**src/rtl/usb_led_pkg.sv**
```systemverilog
// Package: shared constants and types for the USB status LED controller.
// Assumes an 8-bit PWM carrier for every LED channel.
package usb_led_pkg;
    localparam int LED_DUTY_W = 8;
    localparam int LED_NCH    = 2;
    localparam int CH_ACT     = 0;
    localparam int CH_HB      = 1;

    typedef logic [LED_DUTY_W-1:0] duty_t;

    // Source currently steering the activity LED, highest priority first after OFF
    typedef enum logic [1:0] {
        SRC_OFF    = 2'd0,
        SRC_BLINK  = 2'd1,
        SRC_FADE   = 2'd2,
        SRC_STEADY = 2'd3
    } act_src_e;
endpackage

```
**src/rtl/led_pwm_gen.sv**
```systemverilog
// Module: shared-carrier PWM for NCH active-low LED channels.
// Each channel pin is high while carrier < duty, or always when force_dark is set.
// Assumes PRESC >= 1; the carrier advances one step every PRESC cycles.
module led_pwm_gen
    import usb_led_pkg::*;
#(
    parameter int NCH   = 2,
    parameter int PRESC = 1
) (
    input  logic                 clk,
    input  logic                 rst_n,
    input  duty_t [NCH-1:0]      duty,
    input  logic  [NCH-1:0]      force_dark,
    output logic  [NCH-1:0]      pin_n
);
    duty_t carrier;
    logic  step;

    generate
        if (PRESC > 1) begin : g_presc
            localparam int PW = $clog2(PRESC);
            localparam logic [PW-1:0] PLIM = PW'(PRESC - 1);
            logic [PW-1:0] pcnt;
            // Prescaler: emit one step pulse every PRESC cycles
            always_ff @(posedge clk) begin
                if (!rst_n || pcnt == PLIM) pcnt <= '0;
                else                        pcnt <= pcnt + 1'b1;
            end
            assign step = (pcnt == PLIM);
        end else begin : g_nopresc
            assign step = 1'b1;
        end
    endgenerate

    // Carrier: free-running 8-bit ramp, wraps every 256 steps
    always_ff @(posedge clk) begin
        if (!rst_n)    carrier <= '0;
        else if (step) carrier <= carrier + 1'b1;
    end

    generate
        for (genvar i = 0; i < NCH; i++) begin : g_ch
            logic q;
            // Channel compare: register the pin, dark during reset
            always_ff @(posedge clk) begin
                if (!rst_n) q <= 1'b1;
                else        q <= force_dark[i] | (carrier < duty[i]);
            end
            assign pin_n[i] = q;
        end
    endgenerate
endmodule

```
**src/rtl/led_act_timer.sv**
```systemverilog
// Module: activity blink window and blink phase generator.
// A strobe (while enabled) reloads the hold span; while the span is open the
// lit flag toggles every HS_HALF or SS_HALF cycles, starting dark.
// Assumes HS_HALF >= SS_HALF >= 1 and HOLD_CYC >= 1.
module led_act_timer #(
    parameter int HOLD_CYC = 10,
    parameter int HS_HALF  = 4,
    parameter int SS_HALF  = 2
) (
    input  logic clk,
    input  logic rst_n,
    input  logic en,
    input  logic strobe,
    input  logic ss,
    output logic blink_on,
    output logic blink_lit
);
    localparam int HOLD_W = $clog2(HOLD_CYC + 1);
    localparam int HALF_W = $clog2(HS_HALF + 1);
    localparam logic [HOLD_W-1:0] HOLD_V = HOLD_W'(HOLD_CYC);
    localparam logic [HALF_W-1:0] HS_LIM = HALF_W'(HS_HALF - 1);
    localparam logic [HALF_W-1:0] SS_LIM = HALF_W'(SS_HALF - 1);

    logic [HOLD_W-1:0] hold;
    logic [HALF_W-1:0] half;
    logic [HALF_W-1:0] lim;

    assign blink_on = (hold != '0);
    assign lim      = ss ? SS_LIM : HS_LIM;

    // Hold span: reload on strobe, count down to zero, clear when disabled
    always_ff @(posedge clk) begin
        if (!rst_n || !en)    hold <= '0;
        else if (strobe)      hold <= HOLD_V;
        else if (hold != '0)  hold <= hold - 1'b1;
    end

    // Blink phase: toggle at the end of each half period while the span is open
    always_ff @(posedge clk) begin
        if (!rst_n || !blink_on) begin
            half      <= '0;
            blink_lit <= 1'b0;
        end else if (half >= lim) begin
            half      <= '0;
            blink_lit <= ~blink_lit;
        end else begin
            half      <= half + 1'b1;
        end
    end
endmodule

```
**src/rtl/led_fade_gen.sv**
```systemverilog
// Module: triangular brightness ramp for the suspend breathing effect.
// While enabled the level climbs 0..255 and falls back to 0, one step every
// STEP_CYC cycles; disabling returns it to 0 on a rising slope.
module led_fade_gen
    import usb_led_pkg::*;
#(
    parameter int STEP_CYC = 4
) (
    input  logic  clk,
    input  logic  rst_n,
    input  logic  en,
    output duty_t level
);
    localparam int SW = $clog2(STEP_CYC + 1);
    localparam logic [SW-1:0] SLIM = SW'(STEP_CYC - 1);

    logic [SW-1:0] scnt;
    logic          rising;

    // Step timer and ramp: advance the level one unit per step tick
    always_ff @(posedge clk) begin
        if (!rst_n || !en) begin
            scnt   <= '0;
            level  <= '0;
            rising <= 1'b1;
        end else if (scnt == SLIM) begin
            scnt <= '0;
            if (rising) begin
                if (level == '1) begin
                    rising <= 1'b0;
                    level  <= level - 1'b1;
                end else begin
                    level <= level + 1'b1;
                end
            end else begin
                if (level == '0) begin
                    rising <= 1'b1;
                    level  <= level + 1'b1;
                end else begin
                    level <= level - 1'b1;
                end
            end
        end else begin
            scnt <= scnt + 1'b1;
        end
    end
endmodule

```
**src/rtl/led_hbeat.sv**
```systemverilog
// Module: square-wave heartbeat, lit for HALF_CYC cycles then dark for HALF_CYC.
// Starts in the lit half after reset.
module led_hbeat #(
    parameter int HALF_CYC = 4
) (
    input  logic clk,
    input  logic rst_n,
    output logic lit
);
    localparam int HW = $clog2(HALF_CYC + 1);
    localparam logic [HW-1:0] HLIM = HW'(HALF_CYC - 1);

    logic [HW-1:0] cnt;

    // Half-period counter: flip the lit flag at each boundary
    always_ff @(posedge clk) begin
        if (!rst_n) begin
            cnt <= '0;
            lit <= 1'b1;
        end else if (cnt == HLIM) begin
            cnt <= '0;
            lit <= ~lit;
        end else begin
            cnt <= cnt + 1'b1;
        end
    end
endmodule

```
**src/rtl/usb_led_ctrl.sv**
```systemverilog
// Module: USB status LED controller top.
// Picks the activity LED source by priority (off > blink > fade > steady),
// maps it to an active-low PWM duty, runs the heartbeat channel and registers
// the link power-state code lines. Assumes all inputs are synchronous to clk.
module usb_led_ctrl
    import usb_led_pkg::*;
#(
    parameter int CLK_HZ = 100_000_000,
    parameter int PWM_HZ = 1000
) (
    input  logic       clk,
    input  logic       rst_n,
    input  logic       usb_connected,
    input  logic       act_strobe,
    input  logic       link_ss,
    input  logic       hs_suspend,
    input  logic [1:0] u_state,
    input  logic       u_valid,
    input  logic       lpm_en,
    output logic       act_led_pwm,
    output logic       hb_led_pwm,
    output logic [1:0] lnk_pin,
    output logic       lnk_oe
);
    localparam int PRESC_RAW = CLK_HZ / (PWM_HZ * 256);
    localparam int PRESC     = (PRESC_RAW < 1) ? 1 : PRESC_RAW;
    localparam int HS_HALF   = CLK_HZ / 20;
    localparam int SS_HALF   = CLK_HZ / 40;
    localparam int HOLD_CYC  = CLK_HZ / 10;
    localparam int FSTEP_RAW = CLK_HZ / 255;
    localparam int FADE_STEP = (FSTEP_RAW < 1) ? 1 : FSTEP_RAW;
    localparam int HB_HALF   = CLK_HZ / 2;

    logic     blink_on, blink_lit, fade_en, hb_lit, in_susp;
    duty_t    fade_lvl;
    act_src_e act_src;
    duty_t [LED_NCH-1:0] ch_duty;
    logic  [LED_NCH-1:0] ch_force;
    logic  [LED_NCH-1:0] ch_pin;

    led_act_timer #(
        .HOLD_CYC (HOLD_CYC),
        .HS_HALF  (HS_HALF),
        .SS_HALF  (SS_HALF)
    ) u_act (
        .clk       (clk),
        .rst_n     (rst_n),
        .en        (usb_connected),
        .strobe    (act_strobe),
        .ss        (link_ss),
        .blink_on  (blink_on),
        .blink_lit (blink_lit)
    );

    assign in_susp = hs_suspend | (u_valid & (u_state == 2'd3));
    assign fade_en = usb_connected & in_susp & ~blink_on;

    led_fade_gen #(
        .STEP_CYC (FADE_STEP)
    ) u_fade (
        .clk   (clk),
        .rst_n (rst_n),
        .en    (fade_en),
        .level (fade_lvl)
    );

    led_hbeat #(
        .HALF_CYC (HB_HALF)
    ) u_hb (
        .clk   (clk),
        .rst_n (rst_n),
        .lit   (hb_lit)
    );

    // Source priority for the activity LED
    always_comb begin
        if (!usb_connected) act_src = SRC_OFF;
        else if (blink_on)  act_src = SRC_BLINK;
        else if (fade_en)   act_src = SRC_FADE;
        else                act_src = SRC_STEADY;
    end

    // Duty mapping: pin-high fraction is the dark fraction (active-low LEDs)
    always_comb begin
        ch_duty[CH_ACT]  = '0;
        ch_force[CH_ACT] = 1'b0;
        unique case (act_src)
            SRC_OFF:    ch_force[CH_ACT] = 1'b1;
            SRC_BLINK:  ch_force[CH_ACT] = ~blink_lit;
            SRC_FADE:   ch_duty[CH_ACT]  = ~fade_lvl;
            SRC_STEADY: ch_duty[CH_ACT]  = '0;
            default:    ch_force[CH_ACT] = 1'b1;
        endcase
        ch_duty[CH_HB]  = '0;
        ch_force[CH_HB] = ~hb_lit;
    end

    led_pwm_gen #(
        .NCH   (LED_NCH),
        .PRESC (PRESC)
    ) u_pwm (
        .clk        (clk),
        .rst_n      (rst_n),
        .duty       (ch_duty),
        .force_dark (ch_force),
        .pin_n      (ch_pin)
    );

    assign act_led_pwm = ch_pin[CH_ACT];
    assign hb_led_pwm  = ch_pin[CH_HB];

    // Link power-state lines: code driven only with low-power states enabled
    always_ff @(posedge clk) begin
        if (!rst_n) begin
            lnk_pin <= 2'b00;
            lnk_oe  <= 1'b0;
        end else begin
            lnk_oe  <= lpm_en;
            lnk_pin <= (lpm_en && u_valid) ? u_state : 2'b00;
        end
    end
endmodule

```
**config.mk**
```make
export PLATFORM = sky130hd
export DESIGN_NAME = usb_led_ctrl
export DESIGN_NICKNAME = d
export VERILOG_FILES = /design/src/rtl/usb_led_pkg.sv /design/src/rtl/led_pwm_gen.sv /design/src/rtl/led_act_timer.sv /design/src/rtl/led_fade_gen.sv /design/src/rtl/led_hbeat.sv /design/src/rtl/usb_led_ctrl.sv
export SDC_FILE = /design/constraint.sdc
export NUM_CORES = 1
export LEC_CHECK = 0
export BUFFER_PORTS_ARGS = -buffer_cell sky130_fd_sc_hd__buf_2
export CAP_MARGIN = 20
export CORE_MARGIN = 10
export CORE_UTILIZATION = 50
export DETAILED_ROUTE_END_ITERATION = 8
export PLACE_DENSITY = 0.73
export SLEW_MARGIN = 10
export SYNTH_ARGS = -nofsm -noshare
export SYNTH_HDL_FRONTEND = slang
export SYNTH_SLANG_ARGS = --single-unit
```
**constraint.sdc**
```tcl
create_clock -name clk -period 2.9 [get_ports clk]
set_clock_uncertainty 0.05 [all_clocks]
set_input_delay 0.435 -clock clk [delete_from_list [all_inputs] [get_ports clk]]
set_output_delay 0.435 -clock clk [all_outputs]
set_load 0.01 [all_outputs]
```
# Word-level counts from Yosys, hierarchy flattened
# Index checks and enable logic that the tools add are counted.
# Widths: inputs -> output; s select.
dict set report totals {
  register_bits 125
  in_bits 10
  output_inout_bits 5
}
dict set report classes {
  n_addsub 8
  n_lt_le_gt_ge 3
  eq_ne 7
  n_mux 14
  bitwise 11
  reduce_logical 18
}
# operator count
set op_table {}
lappend op_table {{$mux 24} 2}
lappend op_table {{$mux 8} 4}
lappend op_table {{$add 26x1->26 const B} 1}
lappend op_table {{$eq 26x26->1 const B} 1}
lappend op_table {{$reduce_bool 24->1} 1}
lappend op_table {{$sub 24x1->24 const B} 1}
lappend op_table {{$add 23x1->23 const B} 1}
lappend op_table {{$ge 23x23->1} 1}
lappend op_table {{$mux 23} 1}
lappend op_table {{$add 19x1->19 const B} 1}
lappend op_table {{$eq 19x19->1 const B} 1}
lappend op_table {{$add 8x1->8 const B} 2}
lappend op_table {{$add 9x1->9 const B} 1}
lappend op_table {{$eq 9x9->1 const B} 1}
lappend op_table {{$eq 8x8->1 const B} 1}
lappend op_table {{$logic_not 8->1} 1}
lappend op_table {{$lt 8x1->1 const B} 1}
lappend op_table {{$lt 8x8->1} 1}
lappend op_table {{$not 8->8} 1}
lappend op_table {{$reduce_or 2->1} 4}
lappend op_table {{$sub 8x1->8 const B} 1}
lappend op_table {{$eq 2x2->1 const B} 2}
lappend op_table {{$logic_not 1->1} 4}
lappend op_table {{$logic_or 1x1->1} 4}
lappend op_table {{11 further kinds} 22}

# Logic depth before layout (Yosys ltp)
dict set report depth {
  depth_word 12
  ltp_mapped 12
  depth_no_buf 12
}

# Cells and area by module
# A second synthesis with hierarchy kept.
dict set report hier_totals {
  cells_unflattened 764
  hier_area_um2 6588.8
}
# mod n_inst cells_each area_per_inst_um2 seq_area_each_um2
set by_module_without_submodules {}
lappend by_module_without_submodules {led_act_timer 1 272 2451.1 960.9}
lappend by_module_without_submodules {led_fade_gen 1 191 1532.7 560.5}
lappend by_module_without_submodules {led_hbeat 1 145 1263.7 540.5}
lappend by_module_without_submodules {led_pwm_gen 1 134 1169.9 380.4}
lappend by_module_without_submodules {usb_led_ctrl 1 22 171.4 60.1}

# Least setup slack after synthesis
# No wires, ideal clock.
dict set report synth_path {
  kind {register -> register}
  start {register u_act.hold[0]}
  end {register u_pwm.g_ch[0].q}
  setup_time_ns 0.063
  arrival_time_ns 2.742
  required_ns 2.787
  path_slack_ns 0.045
  path_stages_with_launch 13
  period_less_slack_ns 2.855
  path_cell_list {dfxtp_1 -> inv_1 -> ha_1 -> or3b_2 -> nor4_4 -> nand4_1 -> or2_2 -> ha_1 -> a21o_1 -> a21o_1 -> a21oi_1 -> o211ai_1 -> nand3_1}
}
dict set report synth_between {
  elab_chain_len 10
  word_cells_on_any_way 13
  classes_between {order compare (1); eq/ne (2); mux (5); bitwise (3); reduce/logical (2)}
}
# element line
set synth_lines {}
lappend synth_lines {{start: declaration} led_act_timer.sv:24} ;# logic [HOLD_W-1:0] hold;
lappend synth_lines {{start signal: assignment} led_act_timer.sv:35} ;# else if (hold != '0) hold <= hold - 1'b1;
lappend synth_lines {{$reduce_bool 24->1 (*)} led_act_timer.sv:28} ;# assign blink_on = (hold != '0);
lappend synth_lines {{$not 1->1} usb_led_ctrl.sv:56} ;# assign fade_en = usb_connected & in_susp & ~blink_on;
lappend synth_lines {{$and 1x1->1} usb_led_ctrl.sv:56}
lappend synth_lines {{$mux 1} usb_led_ctrl.sv:79} ;# else if (fade_en) act_src = SRC_FADE;
lappend synth_lines {{$mux 2 (*)} usb_led_ctrl.sv:78} ;# else if (blink_on) act_src = SRC_BLINK;
lappend synth_lines {{$mux 2 (*)} usb_led_ctrl.sv:77} ;# if (!usb_connected) act_src = SRC_OFF;
lappend synth_lines {{$eq 2x2->1} usb_led_ctrl.sv:87} ;# unique case (act_src)
lappend synth_lines {{$mux 8} usb_led_ctrl.sv:87}
lappend synth_lines {{$lt 8x8->1} led_pwm_gen.sv:47} ;# else q <= force_dark[i] | (carrier < duty[i]);
lappend synth_lines {{$or 1x1->1 (*)} led_pwm_gen.sv:47}
lappend synth_lines {{end signal: assignment} led_pwm_gen.sv:47}
lappend synth_lines {{end: declaration} led_pwm_gen.sv:43} ;# logic q;
# Every way passes the cells marked *; elsewhere a longest branch is shown, timed or not.
# A chain may end at the register's enable or synchronous reset.

# Worst setup path after layout
dict set report layout_path {
  start {register u_act.hold[1]}
  end {register u_pwm.g_ch[0].q}
}
# Same word-level chain as after synthesis.

==> impl_metrics.csv <==
group,metric,value,unit
status,outcome,"completed",
global_routing,antenna_found_initial,0,
worst_setup_path,crit_required,3.15,ns
power,p_per_area,600,nW/um^2
placement,io_buffers,14,
synth,async_reset_ff_frac,0,
final_layout,fin_nets,763,
worst_setup_path,start_kind,"flip-flop",
timing,fin_crit,2.72,ns
synth,syn_area,6130,sq um
die,pin_count,15,
drt,ant_nets,0,
drt,viasPerCell,5.44,
placement,globalplace.congestion,0.840,
power,power_leakage,0.00263,uW
worst_setup_path,crit_fanout,6,
timing,setup_viol,0,
final_layout,fin_util,0.581,
global_routing,grt_pass1_wl,20800,um
synth,yosysUniqueCellTypes,56,
final_layout,drive_above_1_share,0.119,
cts,cts_tree,"done",
cts,cts_inserted_buffers,17,
worst_setup_path,worstPathArrival,2.97,ns
cts,clock_path_buffers,2,
cts,path_clk_slew,0.06,ns
timing,slew_headroom,0.569,
global_routing,grt_usage,0.149,
cts,clock_sinks,125,
final_layout,final_common_cell,"dfxtp_1",
timing,maxSlewViolCount,0,
worst_hold_path,holdCritPathClass,"in2reg",
cts,clock-root-buffer,"clkbuf_16",
synth,yosysSeqAreaShare,0.408,
drt,drc_errors,0,
drt,vias,4811,
synth,syn_avg_cell_area,8.76,sq um
drt,drt-pass1-iter-count,4,
timing,timing_worst_slew_pin_value,0.647,ns
worst_setup_path,end_kind,"flip-flop",
placement,hpwlAfterDp,8310,um
global_routing,grt_pass1_vias,4800,
synth,synth_edf_count,0,
drt,avgRoutedWirePerCell,13.4,um
final_layout,final_cell_mix,"dfxtp_1, nor2_1, xnor2_1",
power,ir_drop,543,uV
synth,ys_ff_latch,125,
job,cap_violations,0,
cts,clk_latency,0.42,ns
synth,syn_nets,739,
timing,max_freq,0.367,GHz
drt,drtIter0Drc,369,
final_layout,syn2layout_area_growth,13.7,%
global_routing,grt_max_degree,27,
timing,hold_viol_final,0,
synth,synthCells,700,
worst_setup_path,criticalPathCategory,"reg2reg",
drt,wirelength,11800,um
power,power.total,4190,uW
die,fp.coreArea,12000,sq um
global_routing,grt-ovfl-total,0,
die,die-width,131,um
final_layout,diodes,0,
timing,rsz0062_at_grt,"false",
synth,yosys_warnings,0,
die,die_area,17100,sq um
cts,htree_levels,4,
die,floorplan.initialDensity,0.511,
timing,fin_setup_tns,0,ns
timing,fin_crit_sh,0.939,
final_layout,fillerInstances,1035,
timing,whs,0.209,ns
die,dieHeight,131,um
synth,synth_top_flop_cell,"dfxtp_1",
die,rows,40,
-- per-layer routing --
layer,track usage,share of wire,wire length [um],vias to the layer above
li1,-,-,-,2470
met1,0.168,0.45,5340,2275
met2,0.257,0.50,5940,50
met3,0.0455,0.033,393,16
met4,0.0582,0.012,140,0
met5,0,0,0,-
-- cells by family (layout without fill, tap and decap cells) --
family,after synthesis,after routing,share of synthesized area
multiplexers,2,2,0.00326
adder cells (fa/ha/maj),29,29,0.0591
AO/OA/AOI/OAI,72,72,0.0736
buffers and inverters,41,78,0.0283
XOR/XNOR,98,98,0.140
flip-flops,125,125,0.408
AND/OR/NAND/NOR,333,333,0.288
-- through the flow --
| stage | setup WS [ns] | cell area [sq um] | cells |
|---|---|---|---|
| global placement | 0.165 | 6370 | 850 |
| floorplan | 0.0454 | 6130 | 700 |
| finish | 0.176 | 6980 | 884 |
| CTS | 0.0490 | 6940 | 883 |
| global route | 0.0366 | 6980 | 884 |
| detailed placement | -0.00705 | 6370 | 850 |
-- state kept, by name, summed over array words and instances, names as in the netlist, 2 cells and up --
signal	flops
u_pwm.g_presc.pcnt	9
u_fade.level	8
lnk_pin	2
u_pwm.carrier	8
u_act.hold	24
u_fade.scnt	19
u_pwm.g_ch.q	2
u_act.half	23
u_hb.cnt	26
-- Yosys cell counts, drive strengths merged (13+ instances only) --
| library cell | instances | area share |
|---|---|---|
| clkbuf | 17 | 0.010 |
| dfxtp | 125 | 0.41 |
| xnor2 | 55 | 0.079 |
| xor2 | 43 | 0.061 |
| nor4 | 13 | 0.016 |
| inv | 18 | 0.011 |
| or3 | 14 | 0.014 |
| a21oi | 24 | 0.020 |
| ha | 29 | 0.059 |
| nor2 | 123 | 0.086 |
| o21ai | 15 | 0.012 |
| nor3 | 18 | 0.017 |
| nand3 | 43 | 0.035 |
| and3 | 27 | 0.028 |
| nand2 | 39 | 0.025 |
-- report_power, final --
part	switching, uW	internal (uW)
clock	766	1200
sequential	40.4	1760
combinational	232	191
-- cell type report --
class	instances	area, sq um	share of cell area
well taps	147	184	0.0264
repair buffers	27	168	0.0240
flip-flops and latches	125	2500	0.359
clock buffers	19	443	0.0635
inverters	19	71.3	0.0102
clock inverters	13	119	0.0170
multi-input cells	534	3490	0.500
-- critical path, cell delays in order, from the launching register on --
cell	delay [ns]
dfxtp_1	0.32
inv_1	0.08
ha_1	0.13
or3b_4	0.38
nor4_4	0.24
nand4_1	0.17
buf_4	0.18
buf_4	0.14
or2_2	0.29
ha_4	0.27
o211ai_1	0.08
o211ai_1	0.18
nand3_1	0.09
-- worst paths after layout --
kind	start	end	slack (ns)	cells after the start
hold / removal	rst_n	u_hb.lit	0.21	2
setup reg to reg	u_act.hold[1]	u_pwm.g_ch[0].q	0.18	12
hold reg to reg	u_hb.lit	u_pwm.g_ch[1].q	0.35	1
setup / recovery	u_act.hold[1]	u_pwm.g_ch[0].q	0.18	12
-- timing repair --
item / CTS / global route
pin swaps: 1 / 2
resized for setup: 0 / 6
setup buffers: 1 / 1
hold buffers: 0 / 0
setup endpoints to repair: 1 / 1
No activity file was read; power rests on OpenSTA's default activity.
